===== src/rtl/hzc_pkg.sv =====
package hzc_pkg;

  localparam int NSTG  = 8;
  localparam int ST_IF = 0;
  localparam int ST_IS = 1;
  localparam int ST_RF = 2;
  localparam int ST_EX = 3;
  localparam int ST_DF = 4;
  localparam int ST_DS = 5;
  localparam int ST_TC = 6;
  localparam int ST_WB = 7;

  typedef enum logic [1:0] {
    SCH_FLUSH   = 2'd0,
    SCH_TAKEN   = 2'd1,
    SCH_UNTAKEN = 2'd2
  } br_scheme_e;

  typedef logic [NSTG-1:0] stg_mask_t;

  // Mask of `depth` stages counted downward (younger) from stage `top`.
  function automatic stg_mask_t young_mask(int unsigned top, int unsigned depth);
    stg_mask_t m;
    m = '0;
    for (int unsigned k = 0; k < NSTG; k++) begin
      if (k <= top && (top - k) < depth) m[k] = 1'b1;
    end
    return m;
  endfunction

  // Bubble count charged to a resolved conditional branch under a policy.
  function automatic int unsigned cond_penalty(br_scheme_e s, logic taken);
    int unsigned p;
    case (s)
      SCH_TAKEN:   p = taken ? 2 : 3;
      SCH_UNTAKEN: p = taken ? 3 : 0;
      default:     p = 3;
    endcase
    return p;
  endfunction

endpackage


===== src/rtl/hzc_rst_sync.sv =====
module hzc_rst_sync (
  input  logic clk,
  input  logic rst_n,
  output logic rst_sync_n
);
  logic [1:0] sync_q;
  logic [1:0] sync_d;

  always_comb sync_d = {sync_q[0], 1'b1};

  always_ff @(posedge clk or negedge rst_n) begin
    if (!rst_n) sync_q <= '0;
    else        sync_q <= sync_d;
  end

  assign rst_sync_n = sync_q[1];
endmodule


===== src/rtl/hzc_branch_unit.sv =====
module hzc_branch_unit
  import hzc_pkg::*;
#(
  parameter br_scheme_e SCHEME = SCH_UNTAKEN
) (
  input  logic      resolve_en_i,
  input  logic      ex_valid_i,
  input  logic      ex_cond_i,
  input  logic      ex_taken_i,
  input  logic      rf_valid_i,
  input  logic      rf_jump_i,
  input  logic      rf_held_i,
  output stg_mask_t cond_kill_o,
  output logic      rf_squash_o,
  output stg_mask_t jump_kill_o
);
  localparam int unsigned PEN_JUMP  = 2;
  localparam int unsigned PEN_TAKEN = cond_penalty(SCHEME, 1'b1);
  localparam int unsigned PEN_NOT   = cond_penalty(SCHEME, 1'b0);
  localparam stg_mask_t   MASK_TAKEN = young_mask(ST_RF, PEN_TAKEN);
  localparam stg_mask_t   MASK_NOT   = young_mask(ST_RF, PEN_NOT);
  localparam stg_mask_t   MASK_JUMP  = young_mask(ST_IS, PEN_JUMP);

  always_comb begin
    cond_kill_o = '0;
    if (resolve_en_i && ex_valid_i && ex_cond_i) begin
      cond_kill_o = ex_taken_i ? MASK_TAKEN : MASK_NOT;
    end
  end

  assign rf_squash_o = cond_kill_o[ST_RF];

  always_comb begin
    jump_kill_o = '0;
    if (resolve_en_i && rf_valid_i && rf_jump_i && !rf_squash_o && !rf_held_i) begin
      jump_kill_o = MASK_JUMP;
    end
  end
endmodule


===== src/rtl/hzc_load_interlock.sv =====
module hzc_load_interlock #(
  parameter int RAW = 5
) (
  input  logic           clk,
  input  logic           rst_n,
  input  logic           advance_i,
  input  logic           ex_valid_i,
  input  logic           ex_load_i,
  input  logic [RAW-1:0] ex_dst_i,
  input  logic           rf_valid_i,
  input  logic [RAW-1:0] rf_src_a_i,
  input  logic [RAW-1:0] rf_src_b_i,
  input  logic           rf_squash_i,
  output logic           stall_o
);
  logic           df_ld_q, df_ld_d;
  logic [RAW-1:0] df_dst_q, df_dst_d;
  logic           hit_ex, hit_df;

  function automatic logic needs(logic v, logic [RAW-1:0] d,
                                 logic [RAW-1:0] a, logic [RAW-1:0] b);
    return v && (d != '0) && ((d == a) || (d == b));
  endfunction

  // Shadow of the load now in the first data-access stage.
  always_comb begin
    df_ld_d  = ex_valid_i && ex_load_i;
    df_dst_d = ex_dst_i;
  end

  always_ff @(posedge clk or negedge rst_n) begin
    if (!rst_n) begin
      df_ld_q  <= 1'b0;
      df_dst_q <= '0;
    end else if (advance_i) begin
      df_ld_q  <= df_ld_d;
      df_dst_q <= df_dst_d;
    end
  end

  always_comb begin
    hit_ex  = needs(ex_valid_i && ex_load_i, ex_dst_i, rf_src_a_i, rf_src_b_i);
    hit_df  = needs(df_ld_q, df_dst_q, rf_src_a_i, rf_src_b_i);
    stall_o = rf_valid_i && !rf_squash_i && (hit_ex || hit_df);
  end


  r0_free_chk: assert property (@(posedge clk) disable iff (!rst_n)
    (ex_valid_i && ex_load_i && ex_dst_i == '0 && !df_ld_q) |-> !stall_o);


  stall_needs_rf_chk: assert property (@(posedge clk) disable iff (!rst_n)
    stall_o |-> (rf_valid_i && !rf_squash_i));
endmodule


===== src/rtl/hzc_counters.sv =====
module hzc_counters
  import hzc_pkg::*;
#(
  parameter int CW = 16
) (
  input  logic          clk,
  input  logic          rst_n,
  input  logic          stall_ev_i,
  input  stg_mask_t     kill_i,
  output logic [CW-1:0] stall_cnt_o,
  output logic [CW-1:0] flush_cnt_o
);
  localparam int KW = $clog2(NSTG + 1);

  logic [KW-1:0] kill_num;
  logic [CW-1:0] stall_q, stall_d, flush_q, flush_d;

  always_comb begin
    kill_num = '0;
    for (int k = 0; k < NSTG; k++) kill_num = kill_num + KW'(kill_i[k]);
    stall_d = stall_q + CW'(1);
    flush_d = flush_q + CW'(kill_num);
  end

  always_ff @(posedge clk or negedge rst_n) begin
    if (!rst_n) begin
      stall_q <= '0;
      flush_q <= '0;
    end else begin
      if (stall_ev_i)  stall_q <= stall_d;
      if (|kill_i)     flush_q <= flush_d;
    end
  end

  assign stall_cnt_o = stall_q;
  assign flush_cnt_o = flush_q;


  stall_step_chk: assert property (@(posedge clk) disable iff (!rst_n)
    $past(rst_n) |-> (stall_cnt_o == $past(stall_cnt_o) + CW'($past(stall_ev_i))));


  flush_grows_chk: assert property (@(posedge clk) disable iff (!rst_n)
    ($past(rst_n) && $past(kill_i) == '0) |-> $stable(flush_cnt_o));
endmodule


===== src/rtl/deep_pipe_hazard_ctrl.sv =====
module deep_pipe_hazard_ctrl
  import hzc_pkg::*;
#(
  parameter br_scheme_e SCHEME = SCH_UNTAKEN,
  parameter int         REG_AW = 5,
  parameter int         CNT_W  = 16
) (
  input  logic              clk,
  input  logic              rst_n,
  input  logic              rf_valid_i,
  input  logic              rf_jump_i,
  input  logic [REG_AW-1:0] rf_src_a_i,
  input  logic [REG_AW-1:0] rf_src_b_i,
  input  logic              ex_valid_i,
  input  logic              ex_cond_i,
  input  logic              ex_taken_i,
  input  logic              ex_load_i,
  input  logic [REG_AW-1:0] ex_dst_i,
  input  logic              tc_mem_i,
  input  logic              tc_miss_i,
  output logic [7:0]        hold_o,
  output logic [7:0]        kill_o,
  output logic [CNT_W-1:0]  stall_cnt_o,
  output logic [CNT_W-1:0]  flush_cnt_o
);
  localparam stg_mask_t MASK_MISS = young_mask(ST_TC, ST_TC + 1);
  localparam stg_mask_t MASK_LU   = young_mask(ST_RF, ST_RF + 1);

  logic      rst_sync_n;
  logic      replay_q, replay_d;
  logic      miss_take, resolve_en;
  logic      lu_stall, rf_squash;
  stg_mask_t cond_kill, jump_kill;

  hzc_rst_sync u_rst (
    .clk        (clk),
    .rst_n      (rst_n),
    .rst_sync_n (rst_sync_n)
  );

  // A miss backs the pipe up once; the following cycle is the replay.
  always_comb begin
    miss_take  = tc_mem_i && tc_miss_i && !replay_q;
    replay_d   = miss_take;
    resolve_en = !miss_take;
  end

  always_ff @(posedge clk or negedge rst_sync_n) begin
    if (!rst_sync_n) replay_q <= 1'b0;
    else             replay_q <= replay_d;
  end

  hzc_branch_unit #(.SCHEME(SCHEME)) u_br (
    .resolve_en_i (resolve_en),
    .ex_valid_i   (ex_valid_i),
    .ex_cond_i    (ex_cond_i),
    .ex_taken_i   (ex_taken_i),
    .rf_valid_i   (rf_valid_i),
    .rf_jump_i    (rf_jump_i),
    .rf_held_i    (lu_stall),
    .cond_kill_o  (cond_kill),
    .rf_squash_o  (rf_squash),
    .jump_kill_o  (jump_kill)
  );

  hzc_load_interlock #(.RAW(REG_AW)) u_lu (
    .clk         (clk),
    .rst_n       (rst_sync_n),
    .advance_i   (resolve_en),
    .ex_valid_i  (ex_valid_i),
    .ex_load_i   (ex_load_i),
    .ex_dst_i    (ex_dst_i),
    .rf_valid_i  (rf_valid_i),
    .rf_src_a_i  (rf_src_a_i),
    .rf_src_b_i  (rf_src_b_i),
    .rf_squash_i (rf_squash),
    .stall_o     (lu_stall)
  );

  always_comb begin
    hold_o = '0;
    kill_o = '0;
    if (rst_sync_n) begin
      if (miss_take) begin
        hold_o = MASK_MISS;
      end else begin
        if (lu_stall) hold_o = MASK_LU;
        kill_o = cond_kill | jump_kill;
      end
    end
  end

  hzc_counters #(.CW(CNT_W)) u_cnt (
    .clk         (clk),
    .rst_n       (rst_sync_n),
    .stall_ev_i  (|hold_o),
    .kill_i      (kill_o),
    .stall_cnt_o (stall_cnt_o),
    .flush_cnt_o (flush_cnt_o)
  );


  miss_once_chk: assert property (@(posedge clk) disable iff (!rst_sync_n)
    $rose(hold_o[ST_TC]) |=> !hold_o[ST_TC]);


  miss_no_kill_chk: assert property (@(posedge clk) disable iff (!rst_sync_n)
    hold_o[ST_TC] |-> (kill_o == '0));


  branch_wins_chk: assert property (@(posedge clk) disable iff (!rst_sync_n)
    kill_o[ST_RF] |-> !hold_o[ST_RF]);

  generate
    if (SCHEME == SCH_FLUSH) begin : g_drain

      drain_all_chk: assert property (@(posedge clk) disable iff (!rst_sync_n)
        (ex_valid_i && ex_cond_i && !hold_o[ST_TC]) |-> (kill_o[2:0] == 3'b111));
    end else if (SCHEME == SCH_TAKEN) begin : g_target

      target_keeps_if_chk: assert property (@(posedge clk) disable iff (!rst_sync_n)
        (ex_valid_i && ex_cond_i && ex_taken_i && !hold_o[ST_TC])
          |-> (kill_o[2:0] == 3'b110));
    end else begin : g_seq

      seq_free_chk: assert property (@(posedge clk) disable iff (!rst_sync_n)
        (ex_valid_i && ex_cond_i && !ex_taken_i) |-> !kill_o[ST_RF]);
    end
  endgenerate
endmodule


===== config.mk =====
export PLATFORM = sky130hd
export DESIGN_NAME = deep_pipe_hazard_ctrl
export DESIGN_NICKNAME = d
export VERILOG_FILES = /design/src/rtl/hzc_pkg.sv /design/src/rtl/hzc_rst_sync.sv /design/src/rtl/hzc_branch_unit.sv /design/src/rtl/hzc_load_interlock.sv /design/src/rtl/hzc_counters.sv /design/src/rtl/deep_pipe_hazard_ctrl.sv
export SDC_FILE = /design/constraint.sdc
export NUM_CORES = 1
export LEC_CHECK = 0
export CAP_MARGIN = 20
export CORE_UTILIZATION = 48
export DETAILED_ROUTE_END_ITERATION = 7
export PLACE_DENSITY = 0.81
export RECOVER_POWER = 100
export SYNTH_ARGS = -nofsm -noshare
export SYNTH_HDL_FRONTEND = slang
export SYNTH_SLANG_ARGS = --single-unit

===== constraint.sdc =====
create_clock -name clk -period 3.2 [get_ports clk]
set_input_delay 0.64 -clock clk [delete_from_list [all_inputs] [get_ports clk]]
set_output_delay 0.64 -clock clk [all_outputs]
set_load 0.01 [all_outputs]

## After elaboration in Yosys (flattened, before gate mapping)

Cells that the tools add are included.

- Flip-flop bits (word level): 41
- Output and inout bits: 48

- $add $sub $neg: 9
- Muxes and demuxes: 8
- Bitwise logic cells: 1
- Reduce and logical (&&, ||, !) cells: 26
- Equal/unequal tests: 4

Operator list:

| cell | count |
|---|---|
| two-way mux 8 bit | 4 |
| adder 4 x 1 -> 4 bit | 6 |
| == test 5 bit | 4 |
| adder 16 x 1 -> 16 bit, second input constant | 1 |
| adder 16 x 4 -> 16 bit | 1 |
| OR reduction 8 bit | 2 |
| logical AND 1 bit | 15 |
| nonzero test 5 bit | 2 |
| bitwise OR 8 bit | 1 |
| two-way mux 7 bit | 1 |
| two-way mux 3 bit | 2 |
| logical NOT 1 bit | 4 |
| logical OR 1 bit | 3 |
| adder 1 x 1 -> 2 bit | 1 |
| two-way mux 2 bit | 1 |

## Logic depth before layout (Yosys ltp)

- Word-level depth: 23
- Mapped depth: 12

## Cells and area by module

Synthesis repeated with hierarchy kept, for this count alone.

- Cell total of the unflattened synthesis: 253
- Area, all modules: 2555.0 µm²

By module, submodules not included:

| module | area an instance (µm²) | instances | cells an instance |
|---|---|---|---|
| hzc_counters | 1641.6 | 1 | 147 |
| hzc_load_interlock | 500.5 | 1 | 53 |
| deep_pipe_hazard_ctrl | 216.5 | 1 | 31 |
| hzc_branch_unit | 142.6 | 1 | 19 |
| hzc_rst_sync | 53.8 | 1 | 3 |

## Least setup slack after synthesis

Ideal clock, no wire load.

- Kind: flip-flop to flip-flop
- Start point: register u_rst.sync_q[1]
- End point: register u_cnt.flush_q[14] (netlist: u_cnt.flush_cnt_o[14])
- Path slack: -0.620 ns
- Data required time: 3.121 ns
- Path buffers: 1
- Arrival time: 3.741 ns
- Cell stages (with the launch flop): 13
- Path through: dfrtp_1 clkbuf_1 nand3_1 o2bb2ai_1 o31ai_4 nor2_2 inv_1 fa_1 nor2b_1 nand3_1 or3_1 nor3_1 xor2_1

- Cells in the longest elaborated chain, start to end: 9

Ends and longest elaborated chain:

| what | line | source |
|---|---|---|
| from (decl) | hzc_rst_sync.sv:6 | `logic [1:0] sync_q;` |
| from (signal assigned) | hzc_rst_sync.sv:13 | `else sync_q <= sync_d;` |
| two-way mux 8 bit * | deep_pipe_hazard_ctrl.sv:83 | `if (rst_sync_n) begin` |
| named net kill_o[0] | deep_pipe_hazard_ctrl.sv:22 | `output logic [7:0] kill_o,` |
| adder 1 x 1 -> 2 bit | hzc_counters.sv:20 | `for (int k = 0; k < NSTG; k++) kill_num = kill_num + KW'(kill_i[k]);` |
| adder 4 x 1 -> 4 bit (6 in series) | hzc_counters.sv:20 |  |
| adder 16 x 4 -> 16 bit | hzc_counters.sv:22 | `flush_d = flush_q + CW'(kill_num);` |
| to (signal assigned) | hzc_counters.sv:31 | `if (\|kill_i) flush_q <= flush_d;` |
| to (decl) | hzc_counters.sv:16 | `logic [CW-1:0] stall_q, stall_d, flush_q, flush_d;` |

The timed path passes the listed nets; every way through them passes the cells marked *.
A chain may end at the register's enable or synchronous reset.

## Worst setup path after layout

- Start point: input port rf_src_b_i[1]
- End point: output port hold_o[1]

- Cells in the longest elaborated chain, start to end: 8

Ends and longest elaborated chain:

| what | line | source |
|---|---|---|
| from (decl) | deep_pipe_hazard_ctrl.sv:13 | `input logic [REG_AW-1:0] rf_src_b_i,` |
| == test 5 bit | hzc_load_interlock.sv:22 | `return v && (d != '0) && ((d == a) \|\| (d == b));` |
| logical OR 1 bit | hzc_load_interlock.sv:22 |  |
| logical AND 1 bit | hzc_load_interlock.sv:22 |  |
| logical OR 1 bit * | hzc_load_interlock.sv:44 | `stall_o = rf_valid_i && !rf_squash_i && (hit_ex \|\| hit_df);` |
| logical AND 1 bit * | hzc_load_interlock.sv:44 |  |
| two-way mux 3 bit * | deep_pipe_hazard_ctrl.sv:87 | `if (lu_stall) hold_o = MASK_LU;` |
| two-way mux 7 bit * | deep_pipe_hazard_ctrl.sv:84 | `if (miss_take) begin` |
| two-way mux 8 bit * | deep_pipe_hazard_ctrl.sv:83 |  |
| to (decl) | deep_pipe_hazard_ctrl.sv:21 | `output logic [7:0] hold_o,` |

Mark *: on every way between the ends. The rest lies on a longest branch, timed or not.

==> impl_metrics.json <==
{
  "root_buffer": "clkbuf_8",
  "fin_crit_ns": 3.11,
  "use_met3_pct": 5.96,
  "gp_congestion": 0.900,
  "syn_area_mm2": 0.00251,
  "routed_wl_um": 5610,
  "initial_utilization_pct": 51.4,
  "grt_max_degree": 52,
  "irDropWorstVdd_v": 0.000258,
  "row_count": 25,
  "fin_nets": 343,
  "gr-total-overflow": 0,
  "synth_edf_count": 0,
  "timing.fmax_ghz": 0.322,
  "met1_usage_pct": 29.9,
  "worstMarginPinSlew_ns": 0.590,
  "seq_area_frac_synth_pct": 40.9,
  "cts_made_buffers": 5,
  "synthFlopType": "dfrtp_1",
  "utilization_pct": 70.1,
  "hold_ws_ns": 0.142,
  "cts_tree": "done",
  "maxSlewHeadroom_pct": 60.6,
  "synth_cell_types": 45,
  "finalCritPeriodShare_pct": 97.2,
  "cts_max_level": 2,
  "routed-via-count": 1958,
  "die_h_um": 74.3,
  "start_kind": "input port",
  "ioPinCount": 73,
  "via_per_inst": 5.11,
  "drt_iter0_drc": 93,
  "status": "completed",
  "clk_pin_slew_ns": 0.08,
  "critPathSlowestCell": "clkdlybuf4s50_1",
  "port-buffer-count": 66,
  "area_growth_pct": 36.2,
  "cpPeakStageDelay_ns": 0.45,
  "dr.pass1.iters": 4,
  "crit_chain": "clkdlybuf4s50_1 > xor2_1 > nor2_1 > a22oi_2 > clkbuf_1 > o41ai_4 > o21ai_2 > inv_2 > clkdlybuf4s15_2",
  "n_fill_cell": 400,
  "hold_violations": 0,
  "yosys_warnings": 0,
  "die_area_mm2": 0.00552,
  "wire_per_inst_um": 14.6,
  "power_leakage_nw": 1.72,
  "cts.sinks": 41,
  "antenna_found_initial": 0,
  "synth_cells": 229,
  "grt_use_met2_pct": 35.1,
  "core_mm2": 0.00488,
  "busiest_layer": "met2",
  "clk_path_buf_depth": 2,
  "ant_nets": 0,
  "drive_gt1_share_pct": 18.1,
  "grt_usage_pct": 21.8,
  "setup_viol": 0,
  "drv_cap": 0,
  "async_flop_share_pct": 100,
  "insertion_delay_ns": 0.30,
  "worstPathArrival_ns": 2.47,
  "worst-setup-path-type": "in2out",
  "crit_required_ns": 2.56,
  "die_w_um": 74.3,
  "synth-seq-cells": 41,
  "hold_class": "reg2async",
  "powerDensity_mw_per_mm2": 393,
  "avgSynthCellArea_um2": 11.0,
  "clock_skew_ns": 0.00786,
  "critPathMaxFanout": 3,
  "dp_hpwl_um": 4220,
  "grt_pass1_vias": 1937,
  "drc": 0,
  "slew_viol_final": 0,
  "grt_pass1_wl_um": 9200,
  "end_kind": "output port"
}
==> worst max-delay path: cells and delay by family <==
family,cells,cell delay [ns]
simple gates,1,0.14
buf+inv,4,0.91
compound gates,3,0.62
xor+xnor,1,0.16
==> cells in the mapped netlist, types with 4 or more instances <==
cell type / instances / share of area [%]
xnor2_1: 15 / 5.2
nor3_1: 7 / 1.4
and2_1: 4 / 1.0
nand3_1: 8 / 1.6
nor4_2: 5 / 2.5
inv_1: 4 / 0.60
and3_1: 9 / 2.2
buf_4: 12 / 3.6
dfrtp_1: 41 / 41
xor2_1: 34 / 12
and4_1: 5 / 1.7
o211ai_1: 7 / 2.1
nor2_1: 4 / 0.60
o2111ai_1: 7 / 2.4
nand2_1: 23 / 3.4
==> per-layer routing <==
layer,up-vias,wire [µm]
met5,-,0
met4,0,30
met3,6,251
met2,51,2690
met1,937,2630
li1,964,-
==> what timing repair did <==
item / CTS / global route
setup endpoints to repair: 7 / 5
setup buffers: 1 / 1
hold buffers: 0 / 0
resized for setup: 18 / 15
pin swaps: 6 / 10
==> flip-flops by register name, summed over array words and instances, names as in the netlist <==
register,cells
u_cnt.flush_cnt_o,16
u_cnt.stall_cnt_o,16
u_lu.df_dst_q,5
u_rst.sync_q,2
replay_q,1
u_lu.df_ld_q,1
==> worst paths after layout <==
path | from | endpoint | slack (ns) | depth (start not counted)
worst max-delay path | rf_src_b_i[1] | hold_o[1] | 0.09 | 9
worst min register to register | u_rst.sync_q[1]$_DFF_PN0_ | u_lu.df_dst_q[2]$_DFFE_PN0N_ | 0.14 | 0
min in group clk | u_rst.sync_q[0]$_DFF_PN0_ | u_rst.sync_q[1]$_DFF_PN0_ | 0.36 | 0
max in group asynchronous | u_rst.sync_q[1]$_DFF_PN0_ | u_cnt.flush_cnt_o[8]$_DFFE_PN0P_ | 2.19 | 1
worst max register to register | u_lu.df_dst_q[0]$_DFFE_PN0N_ | u_cnt.flush_cnt_o[14]$_DFFE_PN0P_ | 0.24 | 11
worst min-delay path | u_rst.sync_q[1]$_DFF_PN0_ | u_lu.df_dst_q[2]$_DFFE_PN0N_ | 0.14 | 0
==> cells by family after synthesis <==
kind of cell             Yosys count  synth area share, %
AO/OA/AOI/OAI                     22                 9.12
flip-flops                        41                 40.9
buffers and inverters             24                 6.33
AND/OR/NAND/NOR                   84                 22.7
XOR/XNOR                          49                 17.1
adder cells (fa/ha/maj)            4                 2.29
other                              2                0.299
multiplexers                       3                 1.30
==> report_power, final <==
part,switching (mW),internal (mW)
Combinational,0.171,0.185
Sequential,0.0749,0.578
Clock,0.183,0.151
==> cells in the final DEF, fill, tap and decap left out, types with 2 or more instances in the layout <==
cell type / synthesis / routed
ha_1: 3 / 3
nand4_1: 2 / 2
xnor2_1: 15 / 15
nor2_4: 0 / 2
nor4b_1: 1 / 3
nor3_1: 7 / 3
clkbuf_1: 3 / 4
clkdlybuf4s15_2: 0 / 2
o2111ai_1: 7 / 7
clkdlybuf4s50_1: 0 / 9
dlymetal6s2s_1: 0 / 10
nor4_1: 1 / 6
mux2_1: 2 / 2
a22oi_2: 2 / 2
and3_1: 9 / 9
dlygate4sd2_1: 0 / 6
or4_4: 1 / 3
and4_1: 5 / 5
nor3_2: 2 / 6
clkinv_2: 0 / 2
clkbuf_8: 0 / 5
dlygate4sd3_1: 0 / 38
clkbuf_2: 0 / 2
nand2_1: 23 / 23
and2_1: 4 / 2
xor2_1: 34 / 34
conb_1: 2 / 7
o211ai_1: 7 / 7
nand3_1: 8 / 8
nor2_1: 4 / 4
buf_4: 12 / 19
dfrtp_1: 41 / 41
inv_1: 4 / 3
==> area by class of cell <==
cell class	instances	area, µm²	share of cell area (%)
Sequential cell	41	1030	30.0
Antenna cell	1	2.50	0.0732
Timing Repair Buffer	92	866	25.3
Tap cell	67	83.8	2.45
Inverter	5	18.8	0.549
Clock inverter	3	17.5	0.512
Multi-Input combinational cell	169	1340	39.1
Clock buffer	5	68.8	2.01
==> per-stage QoR <==
stage                     power [mW]  setup TNS, ns  setup WS (ns)  instance area (µm²)  instances
after floorplan                0.843       -0.00371       -0.00371                 2550        234
after global placement          1.04          -2.89         -0.350                 3340        372
after detailed placement        1.06          -3.21         -0.360                 3340        372
after CTS                       1.39              0        0.00530                 3450        381
after global routing            1.43        -0.0316        -0.0316                 3420        382
final                           1.34              0         0.0909                 3420        383
Note: power is estimated with default switching activity, not from simulation.
